$ cat config.mk
export PLATFORM = sky130hd
export DESIGN_NAME = pgd_datapath
export DESIGN_NICKNAME = d
export VERILOG_FILES = /design/src/rtl/pgd_pkg.sv /design/src/rtl/pgd_convert.sv /design/src/rtl/pgd_datapath.sv
export SDC_FILE = /design/constraint.sdc
export NUM_CORES = 1
export LEC_CHECK = 0
export BUFFER_PORTS_ARGS = -buffer_cell sky130_fd_sc_hd__buf_2
export CAP_MARGIN = 20
export CORE_ASPECT_RATIO = 0.8
export CORE_MARGIN = 2
export CORE_UTILIZATION = 40
export DETAILED_ROUTE_END_ITERATION = 16
export PLACE_DENSITY = 0.59
export RECOVER_POWER = 50
export SYNTH_ARGS = -nofsm -noshare
export SYNTH_HDL_FRONTEND = slang
export SYNTH_SLANG_ARGS = --single-unit
$ cat constraint.sdc
create_clock -name clk -period 2.2 [get_ports clk]
set_clock_uncertainty 0.05 [all_clocks]
set_input_delay 0.22 -clock clk [delete_from_list [all_inputs] [get_ports clk]]
set_output_delay 0.22 -clock clk [all_outputs]
set_load 0.05 [all_outputs]
$ cat src/rtl/pgd_pkg.sv
package pgd_pkg;
  typedef enum logic [1:0] {
    PG_IDLE = 2'd0,
    PG_WAIT = 2'd1,
    PG_ON   = 2'd2
  } pgState_t;

  typedef struct packed {
    logic clear;
    logic advance;
  } ctlStrobe_t;
endpackage

$ cat src/rtl/pgd_convert.sv
module pgd_convert #(
  parameter int TICKS_PER_MS = 5,
  parameter int MAX_TICKS    = 65500,
  localparam int TICK_W      = $clog2(MAX_TICKS + 1)
) (
  input  logic [15:0]       word,
  output logic [TICK_W-1:0] ticks
);
  localparam int WIDE = 40;

  logic signed [4:0]  expRaw;
  logic [4:0]         rShift;
  logic [WIDE-1:0]    scaled;
  logic [WIDE-1:0]    shifted;
  logic [WIDE-1:0]    halfLsb;
  logic               mantPositive;

  assign expRaw       = word[15:11];
  assign mantPositive = !word[10] && (word[9:0] != 10'd0);
  assign rShift       = ~expRaw + 5'd1;
  assign scaled       = WIDE'(word[9:0]) * WIDE'(TICKS_PER_MS);
  assign halfLsb      = (rShift == 5'd0) ? '0 : (WIDE'(1) << (rShift - 5'd1));

  always_comb begin
    if (!expRaw[4]) shifted = scaled << expRaw;
    else            shifted = (scaled + halfLsb) >> rShift;
    if (!mantPositive)                 ticks = '0;
    else if (shifted > WIDE'(MAX_TICKS)) ticks = TICK_W'(MAX_TICKS);
    else                               ticks = shifted[TICK_W-1:0];
  end
endmodule

$ cat src/rtl/pgd_datapath.sv
module pgd_datapath
  import pgd_pkg::*;
#(
  parameter int TICKS_PER_MS = 5,
  parameter int MAX_TICKS    = 65500,
  localparam int TICK_W      = $clog2(MAX_TICKS + 1)
) (
  input  logic        clk,
  input  logic        rstN,
  input  logic        cfgWe,
  input  logic [15:0] cfgData,
  input  ctlStrobe_t  strobe,
  output logic        delayDone
);
  logic [TICK_W-1:0] convTicks;
  logic [TICK_W-1:0] delayQ;
  logic [TICK_W-1:0] cntQ;

  pgd_convert #(.TICKS_PER_MS(TICKS_PER_MS), .MAX_TICKS(MAX_TICKS)) uConv (
    .word (cfgData),
    .ticks(convTicks)
  );

  always_ff @(posedge clk or negedge rstN) begin
    if (!rstN)      delayQ <= '0;
    else if (cfgWe) delayQ <= convTicks;
  end

  always_ff @(posedge clk or negedge rstN) begin
    if (!rstN)               cntQ <= '0;
    else if (strobe.clear)   cntQ <= '0;
    else if (strobe.advance) cntQ <= cntQ + 1'b1;
  end

  assign delayDone = (cntQ >= delayQ);

  a_r4_clamp: assert property (@(posedge clk) disable iff (!rstN)
    delayQ <= TICK_W'(MAX_TICKS));

  a_r3_nonpositive_zero: assert property (@(posedge clk) disable iff (!rstN)
    (cfgWe && (cfgData[10] || cfgData[10:0] == 11'd0)) |=> (delayQ == '0));

  a_r5_count_bounded: assert property (@(posedge clk) disable iff (!rstN)
    cntQ <= TICK_W'(MAX_TICKS));
endmodule

==> results.txt, run 1 <==
hpwl dp -> 18200 um
Reg2Reg Depth -> 9
CTS Buf Count -> 5
Setup crit start -> cfgData[12]
critical path capture point type -> flip-flop
clk root buf -> clkbuf_16
setup ws final -> -2340 ps
layout cells sized above 1 -> 43.7%
Worst VDD drop -> 0.000414 V
reg-to-reg slack, setup -> 250 ps
count leader, synth -> nor2_1
switching part of the total -> 42.2%
Int Pwr -> 2.45 mW
Leak Pwr -> 3.98 nW
Slew @ Worst Pin -> 819 ps
Synth cell types -> 76
fin crit period -> 4540 ps
CP max FO -> 4
IO Pins -> 22
combinational power share -> 69.5%
Buffers on Ports -> 21
grt ovf -> 0
Final nets -> 1105
GRT Resource Usage Total -> 32.4%
first-pass GRT wire length -> 37700 um
Via density -> 6.00
CTS tree -> yes
core area -> 13600 um^2
Mapped Cells -> 775
Post-synth top cells -> 86 x nor2_1, 69 x nand2_1, 57 x o21ai_0
net load switching power -> 1.78 mW
Max Cap Violations -> 0
DRT iter0 DRCs -> 722
Initial Utilization -> 41.0%
crit path capture -> delayQ[3]$_DFFE_PN0P_
drt total wl -> 23900 um
Die X-Extent -> 136 um
Tightest Hold Check Type -> input port to flip-flop
ant diodes -> 0
status -> finished with violations
Crit path required time -> 2310 ps
EDFF count, synth -> 0
Final Hold Fails -> 0
Syn. warnings -> 0
via count -> 7270
clk sinks -> 32
Final Util -> 66.5%
WL per Instance -> 19.8 um
largest area contributor in the netlist -> dfrtp_1
top-area cell type share of the netlist area -> 14.4%
clock network power share -> 15.4%
unrepaired setup endpoints after global routing -> true
highest clock rate -> 220 MHz
Worst-path clk slew -> 50 ps
fillcell total -> 1159
arrival time at the worst endpoint -> 4660 ps
GP Congestion -> 0.959
maximum root-to-sink buffer count -> 2
later-pin clock latency in the skew report -> 280 ps
Mapped Nets -> 849
Cell Area, Synth -> 5570 um^2
drt pass-1 iters -> 5
# DRC -> 0
worst r2r src -> cntQ[3]$_DFFE_PN0P_
number of routed nets with antenna violations -> 0
vias in the first global route -> 7122
largest net degree at the start of global routing -> 44
row cnt -> 38
main flop type after synthesis -> dfrtp_1
Area Overhead vs Synth -> 62.1%
Slew Viols, Final -> 0
Reg power frac -> 15.1%
ys async rst share -> 100%
violated checks -> negative setup slack
Avg Cell Area, Syn -> 7.19 um^2
CTS H-tree depth -> 2
Seq/Total Area, Yosys -> 14.4%
Slew headroom -> 45.4%
Setup violations, final -> 17
hold path start -> strobe[0]
period utilization -> 207%
post-synthesis register bit count -> 32
PnR Total Power -> 4.23 mW
worst slack, placed -> -3270 ps
initial antenna violation count -> 0
Die Y -> 110 um
die footprint -> 14900 um^2
Setup crit start kind -> input port
PD cells -> 468 nW/um^2
reg2reg end -> cntQ[15]$_DFFE_PN0P_
ranking of synthesized cells by area -> dfrtp_1 14%, ha_1 11%, nor2_1 5.8%
critical path class -> input port to flip-flop
[area by class of cell]
class / count / area, um^2 / area share (%)
flip-flops and latches: 32 / 801 / 8.86
multi-input cells: 653 / 5440 / 60.2
repair buffers: 292 / 2250 / 24.9
inverters: 47 / 186 / 2.06
well taps: 180 / 225 / 2.49
clock buffers: 6 / 129 / 1.43
clock inverters: 1 / 5.00 / 0.0554
[worst max-delay path: stages]
cell,delay [ps]
buf_8,100
inv_6,50
ha_4,190
buf_6,110
nand4bb_4,240
a211o_1,340
and3_4,180
nor2_4,110
and2_4,160
ha_4,130
inv_2,40
fa_2,370
nand2b_4,160
a211o_1,290
a21o_1,210
a21oi_4,280
a221oi_4,80
or4_4,540
o311ai_4,130
buf_4,170
a21oi_1,40
nor3_1,220
o21ai_0,110
o22a_1,180
[power groups by stage]
stage | combinational (mW) | clock (mW) | sequential, mW
after floorplan | 1.23 | 0 | 0.649
after global placement | 2.24 | 0 | 0.650
after detailed placement | 2.28 | 0 | 0.650
after CTS | 2.76 | 0.666 | 0.641
after global routing | 3.12 | 0.690 | 0.645
final | 2.94 | 0.650 | 0.641
[flip-flops by register name, summed over array words and instances, names as in the netlist]
| register | cells |
|---|---|
| cntQ | 16 |
| delayQ | 16 |
[metrics by stage]
| step | instance area (um^2) | cells | setup TNS, ps | hold slack (ps) |
|---|---|---|---|---|
| after floorplan | 5760 | 775 | -40530 | -126 |
| after global placement | 7590 | 1163 | -43240 | 248 |
| final | 9040 | 1211 | -33880 | 217 |
| after detailed placement | 7590 | 1163 | -44890 | 275 |
| after CTS | 8850 | 1206 | -33430 | 218 |
| after global routing | 9040 | 1211 | -36410 | 231 |
[how the worst min path moves through the flow]
stage | cells after the start | endpoint
6_report | 3 | cntQ[1]$_DFFE_PN0P_
5_1_grt | 3 | cntQ[1]$_DFFE_PN0P_
4_1_cts | 3 | cntQ[1]$_DFFE_PN0P_
3_5_place_dp | 1 | cntQ[14]$_DFFE_PN0P_
3_3_place_gp | 1 | cntQ[14]$_DFFE_PN0P_
2_1_floorplan | 0 | cntQ[0]$_DFFE_PN0P_
[cell families (layout without fill, tap and decap cells)]
kind of cell	after synthesis	after routing	synth area share, %
and+or+nand+nor	284	284	24.7
muxes	23	23	5.39
DFF	32	32	14.4
adders and majority gates	53	53	12.2
xor gates and xnor gates	33	33	5.19
buffers and inverters	90	346	6.29
AOI/OAI and AO/OA	260	260	31.9
[placed cells by master, fill, tap and decap left out, types with 6 or more instances in the layout]
cell	Yosys	routed
dfrtp_1	32	32
xnor2_1	15	12
xor2_1	18	17
ha_4	0	14
buf_4	0	251
nand2_1	69	66
nand2b_1	9	6
o21a_1	11	10
buf_6	1	20
o211ai_1	11	11
nand4_1	8	8
a31oi_1	8	7
inv_1	46	40
nand3_1	25	24
o21ai_0	57	33
nor3_1	23	17
o21ai_2	0	6
o22ai_1	12	12
and3_1	16	11
nor2_1	86	80
o21ai_1	0	17
ha_1	51	32
a211o_1	10	10
or3_1	7	6
mux2i_1	12	10
buf_2	4	14
a21oi_1	54	41
a21oi_2	1	9
a21o_1	9	9
[routing by layer]
metal	track usage [%]	part of all wire (%)
met5	0	0
met4	7.59	2.6
met3	7.56	8.7
met2	48.2	41
met1	47.3	47
[repair_timing]
action                                 CTS  global route
setup endpoints to repair               17            17
setup buffers                           41             5
pin swaps                               84            38
gates resized for setup                161            38
hold buffers                             1             0
endpoints found under the hold margin   32             0
No activity file was read; power rests on OpenSTA's default activity.
==> run 2, diff against run 1 <==
Settings changed: SYNTH_HIERARCHICAL set to 1, TNS_END_PERCENT set to 5.
==> run 2 against run 1 <==
The flow still finishes with violations (negative setup slack). Area after synthesis rose by 11%. Fmax up 1.0%. Final area is 8.9% higher. Total power rose by 5.2%. Combinational power is 5% higher. Global-route usage down 2.9 points. Critical endpoint unchanged. Largest power group unchanged.
==> results.txt, run 2 <==
Synth cell types -> 92 (+21%)
cell area after layout -> 9840 um^2 (+8.9%)
Buffers on Ports -> 21 (unchanged)
clk root buf -> clkbuf_16
GP Congestion -> 0.990 (+3.3%)
highest clock rate -> 222 MHz (+1.0%)
setup ws final -> -2300 ps (+45.3 ps)
XOR/XNOR Fraction of Synth Area -> 3.67% (-1.5 points)
largest net degree at the start of global routing -> 36 (-18%)
Area Overhead vs Synth -> 58.6%
Avg Cell Area, Syn -> 7.37 um^2 (+2.5%)
count leader, synth -> nand2_1
layout cells sized above 1 -> 45.0% (+1.3 points)
Tightest Hold Check Type -> input port to flip-flop
period utilization -> 205% (-2.1 points)
Die Y -> 115 um (+5.3%)
post-synthesis compound-gate area fraction -> 31.3% (-0.54 points)
arrival time at the worst endpoint -> 4650 ps (about the same)
die footprint -> 16500 um^2 (+11%)
Inst Count DP -> 1281 (+10%)
# DRC -> 0 (unchanged)
simple-gate portion of the synthesized area -> 27.2% (+2.5 points)
maximum root-to-sink buffer count -> 2 (unchanged)
via count -> 7836 (+7.8%)
hpwl dp -> 18000 um (-1.2%)
Cell Area, Synth -> 6210 um^2 (+11%)
Setup violations, final -> 17 (unchanged)
Die X-Extent -> 143 um (+5.4%)
Synth Area in Adders -> 10.9% (-1.2 points)
GRT Resource Usage Total -> 29.5% (-2.9 points)
core area -> 15100 um^2 (+11%)
clk sinks -> 32 (unchanged)
fin crit period -> 4500 ps (-45.3 ps)
Slew headroom -> 45.3% (-0.12 points)
later-pin clock latency in the skew report -> 280 ps (about the same)
WL per Instance -> 18.3 um (-7.1%)
status -> finished with violations
vias in the first global route -> 7428 (+4.3%)
Slew Viols, Final -> 0 (unchanged)
mux contribution to synthesized area -> 6.53% (+1.1 points)
CTS H-tree depth -> 2 (unchanged)
violated checks -> negative setup slack
main flop type after synthesis -> dfrtp_1
post-synthesis register bit count -> 32 (unchanged)
commonest non-fill, non-tap cell in the layout -> buf_4
CP max FO -> 5 (+1)
fillcell total -> 1261 (+8.8%)
Slew @ Worst Pin -> 820 ps (+1.74 ps)
first-pass GRT wire length -> 39000 um (+3.5%)
Syn. warnings -> 6 (+6)
initial antenna violation count -> 0 (unchanged)
Mapped Cells -> 842 (+8.6%)
ant diodes -> 0 (unchanged)
largest area contributor in the netlist -> dfrtp_1
critical path class -> input port to flip-flop
drt pass-1 iters -> 6 (+1)
drt total wl -> 24600 um (+2.7%)
Mapped Nets -> 916 (+7.9%)
critical path capture point type -> flip-flop
Final Hold Fails -> 0 (unchanged)
ys async rst share -> 100% (unchanged)
number of routed nets with antenna violations -> 0 (unchanged)
grt ovf -> 0 (unchanged)
ranking of synthesized cells by area -> dfrtp_1 13%, ha_1 10%, nand2_1 5.1%
IO Pins -> 22 (unchanged)
top flop regs -> cntQ (16), delayQ (16)
final std cells w/o fill -> 1339 (+11%)
EDFF count, synth -> 0 (unchanged)
Setup crit start kind -> input port
CTS Buf Count -> 5 (unchanged)
Max Cap Violations -> 0 (unchanged)
largest family of logic cells by synthesized area -> compound AO/OA/AOI/OAI gates
Seq/Total Area, Yosys -> 12.9% (-1.5 points)
Final TNS setup -> -35530 ps (-1650 ps)
DRT iter0 DRCs -> 768 (+6.4%)
post-place instance area -> 8380 um^2 (+10%)
Worst-path clk slew -> 50 ps (about the same)
unrepaired setup endpoints after global routing -> true
commonest cells after routing, fill and taps aside -> 297 x buf_4, 81 x nand2_1, 67 x nor2_1
Final nets -> 1203 (+8.9%)
Leak Pwr -> 4.40 nW (+11%)
Crit path required time -> 2350 ps (+40 ps)
Initial Utilization -> 41.1% (+0.085 points)
CTS tree -> yes
Worst VDD drop -> 0.000302 V (-27%)
row cnt -> 40 (+5.3%)
top-area cell type share of the netlist area -> 12.9% (-1.5 points)
Post-synth top cells -> 84 x nand2_1, 71 x nor2_1, 58 x a21oi_1
PD cells -> 452 nW/um^2 (-3.4%)
Via density -> 5.85 (-2.5%)
run 2: cell count changes in the layout (fill, tap and decap cells not counted), moves of 6 or more:
cell / change
buf_4: +46
nand2_1: +15
nor2_1: -13
ha_4: +11
o21ai_1: -10
ha_1: -9
o31ai_1: +9
nand4_1: +7
nor3_1: +7
a211oi_1: +6
a21oi_1: +6
a31o_2: +6
xor2_1: -6
run 2: repair_timing:
item / CTS / global route
endpoints found under the hold margin: 25 / 0
pin swaps: 67 / 43
gates resized for setup: 108 / 70
setup buffers: 36 / 14
setup endpoints to repair: 17 / 17
hold buffers: 1 / 0
run 2: area by class of cell:
cell class	instances	area, um^2	share of cell area [%]
Clock buffer	7	153	1.55
Multi-Input combinational cell	705	5850	59.4
Sequential cell	32	801	8.14
Tap cell	210	263	2.67
Inverter	51	201	2.05
Timing Repair Buffer	334	2580	26.2
run 2: final timing paths:
check	startpoint	end	slack (ps)	cells past startpoint
worst min-delay path	strobe[1]	cntQ[5]$_DFFE_PN0P_	120	2
min in group asynchronous	rstN	cntQ[13]$_DFFE_PN0P_	520	2
max in group asynchronous	rstN	delayQ[1]$_DFFE_PN0P_	1050	2
worst max register to register	cntQ[0]$_DFFE_PN0P_	cntQ[14]$_DFFE_PN0P_	300	6
worst min register to register	delayQ[12]$_DFFE_PN0P_	delayQ[12]$_DFFE_PN0P_	480	2
worst max-delay path	cfgData[12]	delayQ[3]$_DFFE_PN0P_	-2300	21
run 2: cells by family after synthesis:
kind of cell / Yosys count
multiplexers: 29
XOR/XNOR: 26
buffers and inverters: 105
AND/OR/NAND/NOR: 329
AO/OA/AOI/OAI: 268
flip-flops: 32
adder cells (fa/ha/maj): 53
run 2: worst max-delay path: stages:
cell	delay, ps
buf_4	100
inv_4	50
ha_4	280
and4bb_2	270
o211a_1	270
nor3_4	250
buf_6	150
nor4b_2	50
ha_2	410
nand2_4	80
o31ai_4	440
buf_6	180
a31oi_4	80
a31o_2	230
a221o_1	350
o311a_4	400
a2111oi_4	320
nand4_1	230
nand3_1	150
nand2_1	60
o21ai_1	90
run 2: metal layers:
| metal | track usage, % | vias to the layer above | wire (um) |
|---|---|---|---|
| met1 | 44.3 | 3722 | 11500 |
| met3 | 5.33 | 33 | 2090 |
| li1 | - | 3738 | - |
| met5 | 0 | - | 0 |
| met4 | 4.58 | 0 | 363 |
| met2 | 44.9 | 343 | 10700 |
run 2: metrics by stage:
step,power [mW],setup slack (ps),hold WS (ps),util [%]
floorplan,1.98,-2730,-126,-
global placement,3.03,-2780,276,55.5
detailed placement,3.04,-2830,275,55.5
CTS,4.12,-2190,120,62.3
global route,4.71,-2540,134,65.1
finish,4.45,-2300,121,65.1
run 2: where the power goes:
group | internal (mW) | total, mW | switching [mW]
Clock | 0.474 | 0.722 | 0.247
Combinational | 1.54 | 3.08 | 1.54
Sequential | 0.631 | 0.643 | 0.0129
Total | 2.65 | 4.45 | 1.80
==> run 3, diff against run 2 <==
Settings changed: ABC_AREA set to 1, SETUP_SLACK_MARGIN set to 0.1.
==> run 3 against run 2 <==
The run still ends with negative setup slack left. Final area is 14% lower. Largest cell class unchanged. Core utilization fell by 8.4 points. Critical endpoint is now delayQ[13]$_DFFE_PN0P_. Synthesized cell count is 25% higher.
==> results.txt, run 3 <==
unrepaired setup endpoints after global routing -> true
Mapped Cells -> 1050 (+25%)
clk sinks -> 32 (unchanged)
grt ovf -> 0 (unchanged)
via count -> 7288 (-7.0%)
IO Pins -> 22 (unchanged)
maximum root-to-sink buffer count -> 2 (unchanged)
Max Cap Violations -> 0 (unchanged)
largest stage delay on the critical path -> 360 ps (-80 ps)
CTS tree -> yes
CTS Buf Count -> 5 (unchanged)
Tightest Hold Check Type -> input port to flip-flop
CP max FO -> 7 (+2)
routed wl met2 -> 8170 um (-23%)
ant diodes -> 0 (unchanged)
top flop regs -> cntQ (16), delayQ (16)
Mapped Nets -> 1124 (+23%)
Die X-Extent -> 142 um (-0.98%)
EDFF count, synth -> 0 (unchanged)
cell mode on critical path -> nand3_2
hpwl dp -> 15700 um (-12%)
CTS H-tree depth -> 2 (unchanged)
Initial Utilization -> 40.6% (-0.42 points)
GRT Resource Usage Total -> 25.5% (-3.9 points)
met1 WL -> 10700 um (-7.0%)
clk root buf -> clkbuf_16
top-area cell type share of the netlist area -> 19.4% (+6.5 points)
commonest cells after routing, fill and taps aside -> 293 x nand2_1, 193 x buf_4, 109 x inv_1
ys async rst share -> 100% (unchanged)
Slew @ Worst Pin -> 816 ps (-4.62 ps)
fin crit period -> 4280 ps (-216 ps)
Final nets -> 1307 (+8.6%)
Worst VDD drop -> 0.000328 V (+8.7%)
Via density -> 5.12 (-12%)
Inst Count DP -> 1401 (+9.4%)
setup ws final -> -2080 ps (+216 ps)
main flop type after synthesis -> dfrtp_1
largest area contributor in the netlist -> nand2_1
count leader, synth -> nand2_1
Worst-path clk slew -> 50 ps (about the same)
period utilization -> 195% (-9.8 points)
post-place instance area -> 7740 um^2 (-7.6%)
layout cells sized above 1 -> 32.8% (-12 points)
Setup violations, final -> 16 (-1)
core area -> 15000 um^2 (-0.99%)
drt pass-1 iters -> 5 (-1)
row cnt -> 40 (unchanged)
Buffers on Ports -> 21 (unchanged)
critical path capture point type -> flip-flop
Final Hold Fails -> 0 (unchanged)
WL per Instance -> 14.1 um (-23%)
post-synthesis register bit count -> 32 (unchanged)
Setup crit start kind -> input port
arrival time at the worst endpoint -> 4430 ps (-220 ps)
die footprint -> 16200 um^2 (-2.0%)
largest net degree at the start of global routing -> 41 (+14%)
drt total wl -> 20100 um (-18%)
Die Y -> 114 um (-0.98%)
hold_ws -> 185 ps (+63.5 ps)
Top Metal Used -> met4
vias in the first global route -> 6954 (-6.4%)
fillcell total -> 1458 (+16%)
ranking of synthesized cells by area -> nand2_1 19%, dfrtp_1 13%, nand3_1 11%
Syn. warnings -> 6 (unchanged)
Leak Pwr -> 4.33 nW (-1.7%)
final std cells w/o fill -> 1423 (+6.3%)
highest clock rate -> 233 MHz (+5.0%)
Area Overhead vs Synth -> 39.5%
# DRC -> 0 (unchanged)
number of routed nets with antenna violations -> 0 (unchanged)
Crit path required time -> 2350 ps (about the same)
Cell Area, Synth -> 6080 um^2 (-2.0%)
DR WL met3 -> 1130 um (-46%)
first-pass GRT wire length -> 34100 um (-13%)
Slew headroom -> 45.6% (+0.31 points)
status -> finished with violations
initial antenna violation count -> 0 (unchanged)
Final Util -> 56.7% (-8.4 points)
Seq/Total Area, Yosys -> 13.2% (+0.27 points)
crit path max-delay cell type -> fa_2
Slew Viols, Final -> 0 (unchanged)
GP Congestion -> 0.946 (-4.5%)
critical path class -> input port to flip-flop
commonest non-fill, non-tap cell in the layout -> nand2_1
later-pin clock latency in the skew report -> 280 ps (about the same)
PD cells -> 429 nW/um^2 (-5.1%)
DRT iter0 DRCs -> 559 (-27%)
Synth cell types -> 47 (-49%)
cell area after layout -> 8480 um^2 (-14%)
violated checks -> negative setup slack
Post-synth top cells -> 314 x nand2_1, 134 x nand3_1, 119 x inv_1
Avg Cell Area, Syn -> 5.79 um^2 (-21%)
-- run 3: worst max-delay path, delay by kind of cell --
family | cells | cell delay (ps)
buffers and inverters | 5 | 330
adders and majority gates | 4 | 1080
and+or+nand+nor | 25 | 2490
AOI/OAI and AO/OA | 3 | 300
-- run 3: cell families after synthesis --
logic type      synth area share, %
fa+ha+maj                      11.1
xor+xnor                       1.44
flops                          13.2
mux                           0.350
compound gates                 14.6
buf+inv                        11.9
simple gates                   47.4
-- run 3: cell type report --
cell class,instances,area (um^2),share of cell area (%)
multi-input cells,848,5130,60.5
well taps,189,236,2.79
clock buffers,8,146,1.73
repair buffers,220,1690,19.9
inverters,126,477,5.62
flip-flops and latches,32,801,9.44
-- run 3: worst paths after layout --
path,start,to,slack [ps],cells after the start
setup reg to reg,cntQ[1]$_DFFE_PN0P_,cntQ[12]$_DFFE_PN0P_,730,8
min in group asynchronous,rstN,cntQ[1]$_DFFE_PN0P_,520,2
hold / removal,strobe[0],cntQ[1]$_DFFE_PN0P_,180,3
hold reg to reg,delayQ[2]$_DFFE_PN0P_,delayQ[2]$_DFFE_PN0P_,460,2
max in group asynchronous,rstN,cntQ[12]$_DFFE_PN0P_,1060,2
setup / recovery,cfgData[3],delayQ[13]$_DFFE_PN0P_,-2080,37
-- run 3: repair_timing --
action,CTS,global route
gates resized for setup,80,37
hold endpoints to repair,29,0
endpoints found under the setup margin,16,17
setup buffers,9,3
hold buffers,1,0
cloned,1,0
pin swaps,44,34
-- run 3: through the flow --
stage	setup TNS (ps)	setup WS (ps)	power [mW]
detailed placement	-39800	-2640	2.66
CTS	-29590	-1970	3.53
global placement	-37880	-2520	2.66
floorplan	-28510	-1930	1.84
finish	-31440	-2080	3.64
global route	-35270	-2360	3.93
-- run 3: layer usage --
metal,vias up,GRT usage [%]
met5,-,0
met4,0,2.27
met3,13,2.63
met2,187,38.5
met1,3280,40.3
li1,3808,-
-- run 3: power by group --
part	switching, mW	internal, mW	leakage, nW
clock network	0.248	0.451	0.0712
registers	0.0132	0.631	0.426
logic	1.28	1.02	3.83
